--- config.mk ---
export PLATFORM = sky130hd
export DESIGN_NAME = gpio_irq_bank
export DESIGN_NICKNAME = d
export VERILOG_FILES = /design/src/rtl/gpio_irq_bank.sv
export SDC_FILE = /design/constraint.sdc
export NUM_CORES = 1
export LEC_CHECK = 0
export BUFFER_PORTS_ARGS = -buffer_cell sky130_fd_sc_hd__buf_2
export CORE_MARGIN = 4
export CORE_UTILIZATION = 59
export CTS_CLUSTER_SIZE = 28
export DETAILED_ROUTE_END_ITERATION = 8
export HOLD_SLACK_MARGIN = 0.15
export PLACE_DENSITY_LB_ADDON = 0.15
export SYNTH_ARGS = -nofsm -noshare
export SYNTH_HDL_FRONTEND = slang
export SYNTH_SLANG_ARGS = --single-unit
--- constraint.sdc ---
create_clock -name clk -period 2.05 [get_ports clk]
set_input_delay 0.3075 -clock clk [delete_from_list [all_inputs] [get_ports clk]]
set_output_delay 0.3075 -clock clk [all_outputs]
set_load 0.03 [all_outputs]
--- src/rtl/gpio_irq_bank.sv ---
module gpio_irq_bank #(
  parameter int NLINES = 32,
  parameter int GRP    = 8,
  parameter int ADDR_W = 8
) (
  input  logic              clk,
  input  logic              rst_n,
  input  logic              bus_sel,
  input  logic              bus_we,
  input  logic [ADDR_W-1:0] bus_addr,
  input  logic [NLINES-1:0] bus_wdata,
  output logic [NLINES-1:0] bus_rdata,
  input  logic [NLINES-1:0] pin_in,
  output logic [NLINES-1:0] pin_out,
  output logic [NLINES-1:0] pin_dir_in,
  output logic [NLINES/GRP-1:0] irq_cpu0,
  output logic [NLINES/GRP-1:0] irq_cpu1
);
  localparam int NGRP = NLINES / GRP;
  localparam logic [ADDR_W-1:0] A_DOUT  = ADDR_W'('h00);
  localparam logic [ADDR_W-1:0] A_DIR   = ADDR_W'('h04);
  localparam logic [ADDR_W-1:0] A_BLINK = ADDR_W'('h08);
  localparam logic [ADDR_W-1:0] A_POL   = ADDR_W'('h0C);
  localparam logic [ADDR_W-1:0] A_DIN   = ADDR_W'('h10);
  localparam logic [ADDR_W-1:0] A_CAUSE = ADDR_W'('h14);
  localparam logic [ADDR_W-1:0] A_EM0   = ADDR_W'('h18);
  localparam logic [ADDR_W-1:0] A_LM0   = ADDR_W'('h1C);
  localparam logic [ADDR_W-1:0] A_EM1   = ADDR_W'('h30);
  localparam logic [ADDR_W-1:0] A_LM1   = ADDR_W'('h34);

  logic [NLINES-1:0] dout_q, dir_q, blink_q, pol_q, cause_q;
  logic [NLINES-1:0] em0_q, lm0_q, em1_q, lm1_q;
  logic [NLINES-1:0] sync1_q, sync2_q, prev_q;
  logic [NLINES-1:0] adj, lvl_src, edge_ev, src0, src1, any_src;
  logic              wr, wr_cause;

  assign wr       = bus_sel & bus_we;
  assign wr_cause = wr && (bus_addr == A_CAUSE);

  always_ff @(posedge clk) begin
    if (!rst_n) begin
      sync1_q <= '0;
      sync2_q <= '0;
      prev_q  <= '0;
    end else begin
      sync1_q <= pin_in;
      sync2_q <= sync1_q;
      prev_q  <= adj;
    end
  end

  assign adj     = sync2_q ^ pol_q;
  assign lvl_src = adj & dir_q;
  assign edge_ev = adj & ~prev_q & dir_q;

  always_ff @(posedge clk) begin
    if (!rst_n) begin
      dout_q  <= '0;
      dir_q   <= '1;
      blink_q <= '0;
      pol_q   <= '0;
      em0_q   <= '0;
      lm0_q   <= '0;
      em1_q   <= '0;
      lm1_q   <= '0;
    end else if (wr) begin
      case (bus_addr)
        A_DOUT:  dout_q  <= bus_wdata;
        A_DIR:   dir_q   <= bus_wdata;
        A_BLINK: blink_q <= bus_wdata;
        A_POL:   pol_q   <= bus_wdata;
        A_EM0:   em0_q   <= bus_wdata;
        A_LM0:   lm0_q   <= bus_wdata;
        A_EM1:   em1_q   <= bus_wdata;
        A_LM1:   lm1_q   <= bus_wdata;
        default: ;
      endcase
    end
  end

  always_ff @(posedge clk) begin
    if (!rst_n) cause_q <= '0;
    else        cause_q <= (wr_cause ? (cause_q & bus_wdata) : cause_q) | edge_ev;
  end

  assign src0    = (cause_q & em0_q) | (lvl_src & lm0_q);
  assign src1    = (cause_q & em1_q) | (lvl_src & lm1_q);
  assign any_src = cause_q | lvl_src;

  for (genvar g = 0; g < NGRP; g++) begin : g_grp
    always_ff @(posedge clk) begin
      if (!rst_n) begin
        irq_cpu0[g] <= 1'b0;
        irq_cpu1[g] <= 1'b0;
      end else begin
        irq_cpu0[g] <= |src0[g*GRP +: GRP];
        irq_cpu1[g] <= |src1[g*GRP +: GRP];
      end
    end

    p_irq_has_source_r9: assert property (@(posedge clk) disable iff (!rst_n)
      (irq_cpu0[g] || irq_cpu1[g]) |-> $past(|any_src[g*GRP +: GRP]))
      else $error("group irq without a pending source");
  end

  always_comb begin
    bus_rdata = '0;
    if (bus_sel) begin
      case (bus_addr)
        A_DOUT:  bus_rdata = dout_q;
        A_DIR:   bus_rdata = dir_q;
        A_BLINK: bus_rdata = blink_q;
        A_POL:   bus_rdata = pol_q;
        A_DIN:   bus_rdata = sync2_q;
        A_CAUSE: bus_rdata = cause_q;
        A_EM0:   bus_rdata = em0_q;
        A_LM0:   bus_rdata = lm0_q;
        A_EM1:   bus_rdata = em1_q;
        A_LM1:   bus_rdata = lm1_q;
        default: bus_rdata = '0;
      endcase
    end
  end

  assign pin_out    = dout_q;
  assign pin_dir_in = dir_q;

  p_edge_wins_r6: assert property (@(posedge clk) disable iff (!rst_n)
    (edge_ev != '0) |=> ((cause_q & $past(edge_ev)) == $past(edge_ev)))
    else $error("arriving edge lost");

  p_clear_by_write_r6: assert property (@(posedge clk) disable iff (!rst_n)
    ($past(cause_q) & ~cause_q & ~($past(wr_cause) ? ~$past(bus_wdata) : '0)) == '0)
    else $error("cause bit dropped without a clearing write");

  p_output_line_quiet_r7: assert property (@(posedge clk) disable iff (!rst_n)
    (cause_q & ~$past(cause_q) & ~$past(dir_q)) == '0)
    else $error("cause raised on an output line");

  p_unaligned_zero_r10: assert property (@(posedge clk) disable iff (!rst_n)
    (bus_sel && !bus_we && bus_addr[1:0] != 2'b00) |-> (bus_rdata == '0))
    else $error("unaligned read returned data");
endmodule

==> results <==
- In this run, synthesis inferred 0 flip-flops with an integrated enable.
- The cell count after synthesis came out at ~2000.
- The fraction of registers with async set or reset after synthesis is 0%.
- The worst supply voltage drop on vdd is 902 µV.
- Cells fill approximately 78% of the core in the end.
- The final route contains 16900 vias.
- The proportion of layout cells with a drive suffix above 1 is between 20 and 25%.
- A synthesized cell averages 8.72 µm².
- The starting density of the core is roughly 60%.
- The worst endpoint required time is 1740 ps.
- For this design the ratio of total power to cell area is 715 nW/µm².
- The overall power is 16.4 mW.
- For the worst flop-to-flop path, the logic depth is 4.
- After detailed routing, the average wire length per cell comes to 23.4 µm.
- The initialized floorplan defines 63 standard-cell rows.
- The critical path's most frequent cell is buf_6.
- The worst-skew pair later-pin latency is 540 ps.
- For this run the aggregate overflow at the end of global routing stands at 0.
- The TritonCTS clock tree is yes.
- The worst slew margin relative to its limit is 54.4%.
- The cell depth of the worst min-delay path is 2.
- Global routing consumed, over all layers together, 36.8% of the routing resources.
- The kind of capture point of the worst setup path is a primary output.
- The first-pass GRT wire length is 95800 µm.
- 0 antenna diodes ended up in the layout.
- The number of buffers inserted by port buffering is ~180.
- The number of placed I/O pins is 180.
- Setup repair after global routing could not meet its margin everywhere.
- CTS saw 392 sinks.
- The pin count of the biggest net entering global routing is 103.
- The number of distinct library cells after synthesis is 55.
- The count of fill cells added during filler insertion is between 2000 and 2500.
- The startpoint identified for the worst hold timing path is rst_n.
- After floorplanning, the core was sized to cover 29600 µm².
- The floorplan step defined a die boundary enclosing 33000 µm².
- The least setup slack across all paths after layout is -181 ps.
- The total of endpoints with negative setup slack in the final report is 30.
- The number of antenna violations at the first check in global routing came to 1.
- The number of nets handed over by synthesis was roughly 2100.
- After clock tree synthesis, the clock-pin slew on the worst setup and hold paths is 60 ps.
- On the critical path, the stage with the largest delay is an instance of or4b_4.
- The reg-to-reg critical path startpoint is cause_q[22].
- The max-slew violation count is 0.
- In the layout the commonest cells are nand2_1, dfxtp_1, buf_2, a21boi_1, nand3_1.
- The depth of the critical timing path with buffers and inverters included is 7.
- The hold path endpoint is pin_dir_in[17].
- At the end of the flow, the number of nets in the layout was ~2400.
- The die extent in x is 182 µm.
- The checks that failed: setup timing.
- The share of the Yosys chip area taken by registers is 44.2%.
- The worst setup path category is input pin to primary output.
- Summing every instance area after synthesis gives ~18000 µm².
- The number of endpoints with negative hold slack in the final report was 0.
- Summed over all cells, the static leakage comes to 8.77 nW.
- The smallest clock period supported by the final layout is computed as around 2200 ps.
- Once detail routing completed, the nets flagged for antenna violations numbered 0.
- The total iterations of the first detailed-routing run is 6.
- The tree is rooted in a clkbuf_16.
- TritonCTS created 41 clock buffers.
- At the pin with the least slew margin, the transition time is 684 ps.
- Summing all multi-input logic gate instances after layout gives 9820 µm².
- The routed design has 63700 µm of wire.
- Derived from the worst setup path, the maximum achievable clock frequency is between 400 and 500 MHz.
- Data arrives at the worst endpoint at approximately 1900 ps.
- The number of buffers on the longest clock path is 3.
- Summed over all nets, the half-perimeter wirelength after detailed placement is approximately 42000 µm.
- Across all register-to-register paths, the minimum setup slack is 560 ps.
- The run finished, with violations left.
- The worst clock skew is 11.1 ps.
- The H-tree was split into 2 levels.
- In this run the critical register-to-register path is captured at irq_cpu0[2].
- The flop and latch count out of synthesis is 392.
- STA classifies the critical path startpoint as an input pin.
- Traced cell by cell, the critical path runs through buf_12 > or4b_4 > nor2_4 > buf_6 > nand2b_1 > a31oi_4 > buf_6.
- The most common library cell in the layout ignoring fill and taps is nand2_1.
- The number of buffers and inverters on the critical path is 3.
- The number of maximum-capacitance violations is 0.
- The area growth from synthesis to layout is 29.3%.
- The most used flip-flop cell after synthesis is dfxtp_1.
- On the worst path, the slowest cell contributes a delay of ~590 ps.
- The height of the die is 182 µm.
- The flip-flop and latch area is ~8000 µm².
- Broken down by cell family, the worst path's largest delay share belongs to simple AND/OR/NAND/NOR gates.
- The via-per-instance ratio is 6.21.
- The via count of the first global-routing pass was 16500.
- The final estimated routing congestion in global placement is between 0.9 and 1.
- The number of design rule violations left after detail routing is 0.
- The detailed router finished its first iteration with 1742 violations.
- The path type of the worst min-delay path is input pin to flip-flop.
- The portion of the clock cycle consumed by the worst path in the final layout is 109%.
- The largest fanout on the critical path is 7.
- Yosys printed 0 warnings.
==> worst max path at each step <==
stage                      from             to  slack, ps
floorplan           bus_addr[0]  bus_rdata[14]       -140
global placement    bus_addr[5]  bus_rdata[25]       -250
detailed placement  bus_addr[5]  bus_rdata[25]       -250
CTS                   pol_q[14]  bus_rdata[14]       -140
global route        bus_addr[5]   bus_rdata[3]       -200
finish              bus_addr[5]   bus_rdata[8]       -180
==> what timing repair did <==
item / CTS / global route
endpoints found under the setup margin: 32 / 32
cloned: 1 / 1
hold buffers: 64 / 0
hold endpoints to repair: 282 / 0
gates resized for setup: 144 / 71
pin swaps: 38 / 38
buffers inserted: 13 / 5
==> through the flow <==
stage               instances  TNS [ps]  worst slack [ps]  area, µm²  hold slack (ps)
floorplan                2037      -583              -138      18000              406
global route             2724     -4720              -201      23000              236
CTS                      2719     -2110              -144      22600              210
detailed placement       2568    -16030              -254      20000              417
finish                   2724     -3480              -181      23000              196
global placement         2568     -7920              -254      20000              413
==> cell usage after synthesis, types with 24 or more instances <==
| cell type | number | area, µm² |
|---|---|---|
| buf_2 | 69 | 345 |
| a21boi_2 | 28 | 315 |
| xor2_1 | 32 | 280 |
| nand2_1 | 545 | 2050 |
| a22oi_1 | 42 | 315 |
| clkbuf_1 | 89 | 334 |
| a22o_1 | 29 | 254 |
| mux2i_1 | 77 | 771 |
| o21ai_0 | 35 | 175 |
| dfxtp_1 | 392 | 7850 |
| and2_1 | 101 | 632 |
| nand3_1 | 118 | 591 |
| a21boi_0 | 108 | 811 |
| a21boi_1 | 120 | 901 |
| o2bb2ai_1 | 25 | 219 |
| nand3b_1 | 37 | 278 |
| a31oi_1 | 24 | 150 |
==> registers in the layout, indices dropped and copies added, names as in the netlist <==
register	count
blink_q	32
cause_q	32
em0_q	32
em1_q	32
irq_cpu0	4
irq_cpu1	4
lm0_q	32
lm1_q	32
pin_dir_in	32
pin_out	32
pol_q	32
prev_q	32
sync1_q	32
sync2_q	32
==> metal layers <==
layer / global-route usage [%] / part of all wire (%)
met5: 0 / 0
met4: 15.8 / 4.4
met3: 6.01 / 9.8
met2: 60.0 / 46
met1: 48.6 / 39
==> final cells by class <==
| type | instances | area share, % |
|---|---|---|
| multi-input cells | 1465 | 42.8 |
| flip-flops and latches | 392 | 34.3 |
| repair buffers | 400 | 14.9 |
| clock buffers | 54 | 5.04 |
| well taps | 390 | 2.12 |
| clock inverters | 20 | 0.828 |
| inverters | 3 | 0.0490 |
==> logic make-up (layout without fill, tap and decap cells) <==
logic type / after synthesis / count (layout) / synth area share (%)
compound gates: 474 / 474 / 20.5
buf+inv: 180 / 477 / 4.82
mux: 101 / 101 / 6.30
flops: 392 / 392 / 44.2
xor+xnor: 32 / 32 / 1.58
simple gates: 858 / 858 / 22.6
==> report_power, final <==
part	internal, mW	switching, mW	total [mW]
Sequential	7.73	0.0857	7.82
Combinational	0.532	0.606	1.14
Clock	4.37	3.11	7.47
Note: power is estimated with default switching activity, not from simulation.
